File: src/rtl/alu_flag_pkg.sv
package alu_flag_pkg;
  typedef enum logic [3:0] {
    OP_AND = 4'd0,
    OP_OR  = 4'd1,
    OP_XOR = 4'd2,
    OP_CLR = 4'd3,
    OP_ADD = 4'd4,
    OP_ADC = 4'd5,
    OP_SUB = 4'd6,
    OP_SBC = 4'd7,
    OP_CMP = 4'd8
  } alu_op_e;

  typedef struct packed {
    logic n;
    logic z;
    logic c;
    logic v;
  } alu_flags_t;
endpackage

File: src/rtl/alu_logic_unit.sv
module alu_logic_unit #(
  parameter int WIDTH = 32
) (
  input  logic [1:0]       fn_sel,
  input  logic [WIDTH-1:0] in_a,
  input  logic [WIDTH-1:0] in_b,
  output logic [WIDTH-1:0] out_y
);
  // one two-input gate per bit pair, selected by the low two code bits
  for (genvar i = 0; i < WIDTH; i++) begin : g_bit
    always_comb begin
      case (fn_sel)
        2'd0:    out_y[i] = in_a[i] & in_b[i];
        2'd1:    out_y[i] = in_a[i] | in_b[i];
        2'd2:    out_y[i] = in_a[i] ^ in_b[i];
        default: out_y[i] = in_a[i] & ~in_b[i];
      endcase
    end
  end
endmodule

File: src/rtl/alu_add_unit.sv
module alu_add_unit #(
  parameter int WIDTH = 32
) (
  input  logic             do_sub,
  input  logic             use_carry,
  input  logic             carry_in,
  input  logic [WIDTH-1:0] in_a,
  input  logic [WIDTH-1:0] in_b,
  output logic [WIDTH-1:0] sum,
  output logic             carry_out,
  output logic             ovf_out
);
  localparam int EXT = WIDTH + 1;

  logic [WIDTH-1:0] b_eff;
  logic             cin;
  logic [EXT-1:0]   wide;

  assign b_eff = do_sub ? ~in_b : in_b;
  // plain subtract injects 1; chained forms inject the stored carry
  assign cin   = use_carry ? carry_in : do_sub;
  assign wide  = {1'b0, in_a} + {1'b0, b_eff} + {{WIDTH{1'b0}}, cin};
  assign sum       = wide[WIDTH-1:0];
  assign carry_out = wide[WIDTH];
  assign ovf_out   = (in_a[WIDTH-1] == b_eff[WIDTH-1]) &&
                     (wide[WIDTH-1] != in_a[WIDTH-1]);
endmodule

File: src/rtl/alu_flag_reg.sv
module alu_flag_reg
  import alu_flag_pkg::*;
(
  input  logic       clk,
  input  logic       rst,
  input  logic       upd_nz,
  input  logic       upd_cv,
  input  alu_flags_t nxt,
  output alu_flags_t cur
);
  always_ff @(posedge clk) begin
    if (rst) begin
      cur <= '0;
    end else begin
      if (upd_nz) begin
        cur.n <= nxt.n;
        cur.z <= nxt.z;
      end
      if (upd_cv) begin
        cur.c <= nxt.c;
        cur.v <= nxt.v;
      end
    end
  end
endmodule

File: src/rtl/alu_flag_core.sv
module alu_flag_core
  import alu_flag_pkg::*;
#(
  parameter int WIDTH = 32
) (
  input  logic             clk,
  input  logic             rst,
  input  logic [3:0]       op_sel,
  input  logic [WIDTH-1:0] opd_a,
  input  logic [WIDTH-1:0] opd_b,
  input  logic             flag_we,
  output logic [WIDTH-1:0] res_data,
  output logic             res_wr,
  output logic [3:0]       flags
);
  alu_op_e          op;
  logic             is_logic, is_arith, do_sub, use_carry;
  logic [WIDTH-1:0] lu_y, add_y;
  logic             add_c, add_v;
  alu_flags_t       cur, nxt;

  assign op = alu_op_e'(op_sel);

  always_comb begin
    is_logic  = 1'b0;
    is_arith  = 1'b0;
    do_sub    = 1'b0;
    use_carry = 1'b0;
    case (op)
      OP_AND, OP_OR, OP_XOR, OP_CLR: is_logic = 1'b1;
      OP_ADD: is_arith = 1'b1;
      OP_ADC: begin is_arith = 1'b1; use_carry = 1'b1; end
      OP_SUB, OP_CMP: begin is_arith = 1'b1; do_sub = 1'b1; end
      OP_SBC: begin is_arith = 1'b1; do_sub = 1'b1; use_carry = 1'b1; end
      default: ;
    endcase
  end

  alu_logic_unit #(.WIDTH(WIDTH)) logic_i (
    .fn_sel (op_sel[1:0]),
    .in_a   (opd_a),
    .in_b   (opd_b),
    .out_y  (lu_y)
  );

  alu_add_unit #(.WIDTH(WIDTH)) add_i (
    .do_sub    (do_sub),
    .use_carry (use_carry),
    .carry_in  (cur.c),
    .in_a      (opd_a),
    .in_b      (opd_b),
    .sum       (add_y),
    .carry_out (add_c),
    .ovf_out   (add_v)
  );

  always_comb begin
    if (is_logic)      res_data = lu_y;
    else if (is_arith) res_data = add_y;
    else               res_data = opd_a;
  end

  assign res_wr = (op != OP_CMP);

  assign nxt.n = res_data[WIDTH-1];
  assign nxt.z = (res_data == '0);
  assign nxt.c = add_c;
  assign nxt.v = add_v;

  alu_flag_reg flag_i (
    .clk    (clk),
    .rst    (rst),
    .upd_nz (flag_we & (is_logic | is_arith)),
    .upd_cv (flag_we & is_arith),
    .nxt    (nxt),
    .cur    (cur)
  );

  assign flags = cur;
endmodule

File: config.mk
export PLATFORM = sky130hd
export DESIGN_NAME = alu_flag_core
export DESIGN_NICKNAME = d
export VERILOG_FILES = /design/src/rtl/alu_flag_pkg.sv /design/src/rtl/alu_logic_unit.sv /design/src/rtl/alu_add_unit.sv /design/src/rtl/alu_flag_reg.sv /design/src/rtl/alu_flag_core.sv
export SDC_FILE = /design/constraint.sdc
export NUM_CORES = 1
export LEC_CHECK = 0
export BUFFER_PORTS_ARGS = -buffer_cell sky130_fd_sc_hd__buf_4
export CAP_MARGIN = 5
export CORE_ASPECT_RATIO = 1.75
export CORE_UTILIZATION = 62
export CTS_BUF_LIST = sky130_fd_sc_hd__clkbuf_8
export CTS_CLUSTER_DIAMETER = 50
export DETAILED_ROUTE_END_ITERATION = 8
export MAX_ROUTING_LAYER = met4
export PLACE_DENSITY = 0.92
export SKIP_LAST_GASP = 1
export SLEW_MARGIN = 30
export SYNTH_ARGS = -nofsm -noshare
export SYNTH_HDL_FRONTEND = slang
export SYNTH_SLANG_ARGS = --single-unit
File: constraint.sdc
create_clock -name clk -period 12.25 [get_ports clk]
set_clock_uncertainty 0.15 [all_clocks]
set_input_delay 1.8375 -clock clk [delete_from_list [all_inputs] [get_ports clk]]
set_output_delay 1.8375 -clock clk [all_outputs]
set_load 0.01 [all_outputs]
==> flow_summary.html <==
<table>
<tr><th>Metric</th><th>Value</th></tr>
<tr><th colspan="2">Run status</th></tr>
<tr><td>Status</td><td>finished clean</td></tr>
<tr><th colspan="2">Timing</th></tr>
<tr><td>Fin crit period</td><td>9244 ps</td></tr>
<tr><td>Final hold viol count</td><td>0</td></tr>
<tr><td>Worst path setup slack after routing</td><td>3006 ps</td></tr>
<tr><td>Worst relative slew slack</td><td>0.3957</td></tr>
<tr><td>Period Utilization, post-route</td><td>0.7546</td></tr>
<tr><td>Transition time at the pin with the least slew margin</td><td>904.0 ps</td></tr>
<tr><td>Achievable clock frequency</td><td>0.1082 GHz</td></tr>
<tr><td>Setup repair after global routing missed its margin</td><td>false</td></tr>
<tr><td>Number of pins exceeding their max-slew limit in the final report</td><td>0</td></tr>
<tr><td>Setup TNS after final layout</td><td>0 ps</td></tr>
<tr><td>Number of setup violations in the final report</td><td>0</td></tr>
<tr><th colspan="2">Floorplanning</th></tr>
<tr><td>Overall die width</td><td>67.93 um</td></tr>
<tr><td>Height of the chip</td><td>117.4 um</td></tr>
<tr><td>Die Area</td><td>7972 um2</td></tr>
<tr><td>Area of the core</td><td>7284 um2</td></tr>
<tr><td>Row count</td><td>41</td></tr>
<tr><td>Top-level I/O count</td><td>108</td></tr>
<tr><td>Starting density of the core</td><td>0.6474</td></tr>
<tr><th colspan="2">Global route</th></tr>
<tr><td>Maximum number of pins on one net before global-route repair</td><td>38</td></tr>
<tr><td>Wire length of the first global-routing pass</td><td>27.61 mm</td></tr>
<tr><td>Fraction of met1 tracks used by global routing</td><td>0.4075</td></tr>
<tr><td>Vias in the first global route</td><td>6108</td></tr>
<tr><td>Antenna violations before repair</td><td>0</td></tr>
<tr><td>Overflow after GRT</td><td>0</td></tr>
<tr><td>GRT Resource Usage Total</td><td>0.4600</td></tr>
<tr><td>Global routing met3 resource utilization</td><td>0.1070</td></tr>
<tr><td>Global-route track usage on met2</td><td>0.7708</td></tr>
<tr><td>Most used routing layer</td><td>met2</td></tr>
<tr><th colspan="2">Worst setup path</th></tr>
<tr><td>Worst Setup End Kind</td><td>primary output</td></tr>
<tr><td>Peak per-stage delay on the critical path</td><td>620 ps</td></tr>
<tr><td>Worst Path Required</td><td>10260 ps</td></tr>
<tr><td>Top fanout value on the critical path</td><td>37</td></tr>
<tr><td>Crit-path slowest cell</td><td>sky130_fd_sc_hd__or4b_2</td></tr>
<tr><td>Worst path arrival time</td><td>7260 ps</td></tr>
<tr><td>Critical path start-end classification</td><td>in -&gt; out</td></tr>
<tr><td>Cell with the most instances on the worst path</td><td>sky130_fd_sc_hd__buf_4</td></tr>
<tr><td>Cell breakdown of the critical path</td><td>buf_4 &gt; inv_1 &gt; ha_2 &gt; buf_4 &gt; nand3b_1 &gt; o21ai_4 &gt; buf_4 &gt; xnor2_1 &gt; fa_1 &gt; fa_1 &gt; nand2b_1 &gt; a21oi_1 &gt; o21ai_1 &gt; a21oi_2 &gt; a21boi_1 &gt; or3b_1 &gt; or4b_2 &gt; nand3_1 &gt; buf_4</td></tr>
<tr><td>Nature of the critical path startpoint</td><td>input pin</td></tr>
<tr><th colspan="2">Yosys</th></tr>
<tr><td>Flip-flop and latch count after synthesis</td><td>4</td></tr>
<tr><td>Count of flip-flops with a built-in enable after synthesis</td><td>0</td></tr>
<tr><td>Count of mapped cells out of synthesis</td><td>716</td></tr>
<tr><td>Synthesized Nets</td><td>856</td></tr>
<tr><td>Share of the synthesized area in the top cell type</td><td>0.1778</td></tr>
<tr><td>Most area-consuming cells after synthesis</td><td>sky130_fd_sc_hd__ha_1 18%, sky130_fd_sc_hd__xnor2_1 8.9%, sky130_fd_sc_hd__inv_1 6.8%</td></tr>
<tr><td>Post-synth top area cell</td><td>sky130_fd_sc_hd__ha_1</td></tr>
<tr><td>Synthesis Warnings</td><td>0</td></tr>
<tr><td>Dominant synthesized flop cell</td><td>sky130_fd_sc_hd__dfxtp_1</td></tr>
<tr><td>Async set or reset register ratio after synthesis</td><td>0</td></tr>
<tr><td>Register area share after synthesis</td><td>0.01698</td></tr>
<tr><td>Synth Area per Inst</td><td>6.586 um2</td></tr>
<tr><td>Unique masters post-synth</td><td>70</td></tr>
<tr><td>Post-synth design cell area</td><td>4716 um2</td></tr>
<tr><th colspan="2">Final layout</th></tr>
<tr><td>Top Registers</td><td>flag_i.cur: 4 flops</td></tr>
<tr><td>Sequential cell area in the final layout</td><td>80.08 um2</td></tr>
<tr><td>Share of final-layout standard cells stronger than drive strength 1</td><td>0.1690</td></tr>
<tr><td>Number of flip-flops under the largest register name</td><td>4</td></tr>
<tr><td>Antenna diodes</td><td>0</td></tr>
<tr><td>Net count reported at finish</td><td>941</td></tr>
<tr><td>Filler instances</td><td>573</td></tr>
<tr><td>Register bank with the most flops</td><td>flag_i.cur</td></tr>
<tr><td>Layout area overhead</td><td>18.23%</td></tr>
<tr><td>Area of the multi-input gates</td><td>4153 um2</td></tr>
<tr><th colspan="2">Placed design</th></tr>
<tr><td>Total of buffers placed on input and output ports</td><td>107</td></tr>
<tr><td>Worst setup timing slack at the placement stage</td><td>3072 ps</td></tr>
<tr><td>Detailed placement HPWL</td><td>13.36 mm</td></tr>
<tr><td>Routability-driven placement congestion ratio</td><td>0.9888</td></tr>
<tr><th colspan="2">CTS</th></tr>
<tr><td>Worst-skew pair later-pin latency</td><td>220 ps</td></tr>
<tr><td>CTS H-tree lvls</td><td>1</td></tr>
<tr><td>Maximum clock path buffer count</td><td>2</td></tr>
<tr><td>Clock tree from TritonCTS</td><td>yes</td></tr>
<tr><td>Number of buffers created by CTS</td><td>3</td></tr>
<tr><td>Sink count of the clock tree</td><td>4</td></tr>
<tr><td># hold bufs at CTS</td><td>0</td></tr>
<tr><td>Root Buffer</td><td>sky130_fd_sc_hd__clkbuf_8</td></tr>
<tr><td>Clk pin slew, worst setup/hold paths</td><td>30 ps</td></tr>
<tr><td># resized after CTS</td><td>0</td></tr>
<tr><td>Post-CTS setup buffer count</td><td>0</td></tr>
<tr><th colspan="2">Flow run</th></tr>
<tr><td>Max capacitance violation total</td><td>0</td></tr>
<tr><th colspan="2">Power</th></tr>
<tr><td>PD cells</td><td>71.38 nW/um2</td></tr>
<tr><td>Worst vdd ir</td><td>0.05515 mV</td></tr>
<tr><td>Static power due to leakage</td><td>2.664 nW</td></tr>
<tr><th colspan="2">Drt</th></tr>
<tr><td>Drt drc</td><td>0</td></tr>
<tr><td>Via count of the routed design</td><td>5922</td></tr>
<tr><td>Number of iterations in the first detailed-routing pass</td><td>5</td></tr>
<tr><td>Detailed Route WL</td><td>17.85 mm</td></tr>
<tr><td>Remaining number of nets flagged by the antenna check after routing</td><td>0</td></tr>
<tr><td>DRT iter0 DRCs</td><td>567</td></tr>
<tr><td>DR WL/cell</td><td>20.17 um</td></tr>
<tr><td>Via density per instance</td><td>6.692</td></tr>
<tr><th colspan="2">Worst hold path</th></tr>
<tr><td>HP Class</td><td>reg -&gt; reg</td></tr>
</table>
## where the power goes
group | internal, mW | switching, mW | total (mW) | leakage [nW]
Combinational | 0.145 | 0.210 | 0.356 | 2.61
Clock | 0.0210 | 0.00700 | 0.0280 | 0.0216
Sequential | 0.0137 | 0.000680 | 0.0144 | 0.0325
## synth_stat cells, types with 5 or more instances
library cell,number
sky130_fd_sc_hd__a31oi_1,8
sky130_fd_sc_hd__a211oi_1,8
sky130_fd_sc_hd__nand3_1,17
sky130_fd_sc_hd__nand2b_1,7
sky130_fd_sc_hd__o21a_1,5
sky130_fd_sc_hd__nor2_1,45
sky130_fd_sc_hd__a2bb2oi_1,16
sky130_fd_sc_hd__a21oi_1,62
sky130_fd_sc_hd__nand4_1,8
sky130_fd_sc_hd__a221oi_1,6
sky130_fd_sc_hd__nor3_1,19
sky130_fd_sc_hd__nand2_1,68
sky130_fd_sc_hd__o211ai_1,7
sky130_fd_sc_hd__clkbuf_1,17
sky130_fd_sc_hd__a21o_1,12
sky130_fd_sc_hd__xnor2_1,48
sky130_fd_sc_hd__ha_1,67
sky130_fd_sc_hd__xor2_1,34
sky130_fd_sc_hd__buf_4,6
sky130_fd_sc_hd__inv_1,86
sky130_fd_sc_hd__buf_2,7
sky130_fd_sc_hd__o311a_1,5
sky130_fd_sc_hd__o21ai_0,64
## critical path, delay by kind of cell
kind,cells,cell delay (ps)
AO/OA/AOI/OAI,5,1210
XOR/XNOR,1,150
adder cells (fa/ha/maj),3,1020
buffers and inverters,5,1290
AND/OR/NAND/NOR,5,1710
## worst paths after layout
check                                   start       endpoint  slack [ps]  cells after the start
worst max-delay path                op_sel[0]   res_data[24]        3010                     19
worst min-delay path            flag_i.cur[2]  flag_i.cur[2]         340                      2
worst max register to register  flag_i.cur[1]  flag_i.cur[2]        7470                     13
worst min register to register  flag_i.cur[2]  flag_i.cur[2]         340                      2
## routing by layer
layer / vias up / share of wire
li1: 2734 / -
met1: 2697 / 0.34
met2: 356 / 0.50
met3: 135 / 0.074
met4: 0 / 0.091
met5: - / 0
## cells by family after synthesis
logic type / after synthesis / synth area share
and+or+nand+nor: 194 / 0.1990
AOI/OAI and AO/OA: 243 / 0.3372
buffers and inverters: 123 / 0.1061
adders and majority gates: 69 / 0.1863
DFF: 4 / 0.01698
xor gates and xnor gates: 82 / 0.1523
muxes: 1 / 0.002123
## cell type report
| class | instances | share of cell area |
|---|---|---|
| Tap cell | 86 | 0.01930 |
| Timing Repair Buffer | 115 | 0.1548 |
| Inverter | 88 | 0.05925 |
| Sequential cell | 4 | 0.01436 |
| Clock buffer | 3 | 0.007406 |
| Multi-Input combinational cell | 589 | 0.7448 |
## through the flow
stage / std cells / instance area (um2) / hold WS, ps / power, mW / util
floorplan: 716 / 4716 / 324.5 / 0.2449 / -
global placement: 882 / 5534 / 291.5 / 0.3506 / 0.7597
detailed placement: 882 / 5534 / 336.3 / 0.3580 / 0.7597
CTS: 885 / 5575 / 340.9 / 0.3882 / 0.7654
global route: 885 / 5575 / 348.0 / 0.4288 / 0.7654
finish: 885 / 5575 / 344.5 / 0.3980 / 0.7654
## cell usage in the layout, fill, tap and decap left out, types with 16 or more instances in the layout
master / synthesis / final
sky130_fd_sc_hd__ha_1: 67 / 66
sky130_fd_sc_hd__nor3_1: 19 / 19
sky130_fd_sc_hd__xnor2_1: 48 / 48
sky130_fd_sc_hd__a21oi_1: 62 / 62
sky130_fd_sc_hd__buf_4: 6 / 115
sky130_fd_sc_hd__o21ai_0: 64 / 64
sky130_fd_sc_hd__nand2_1: 68 / 68
sky130_fd_sc_hd__inv_1: 86 / 86
sky130_fd_sc_hd__nand3_1: 17 / 17
sky130_fd_sc_hd__nor2_1: 45 / 45
sky130_fd_sc_hd__xor2_1: 34 / 34
sky130_fd_sc_hd__a2bb2oi_1: 16 / 16
Note: power is estimated with default switching activity, not from simulation.
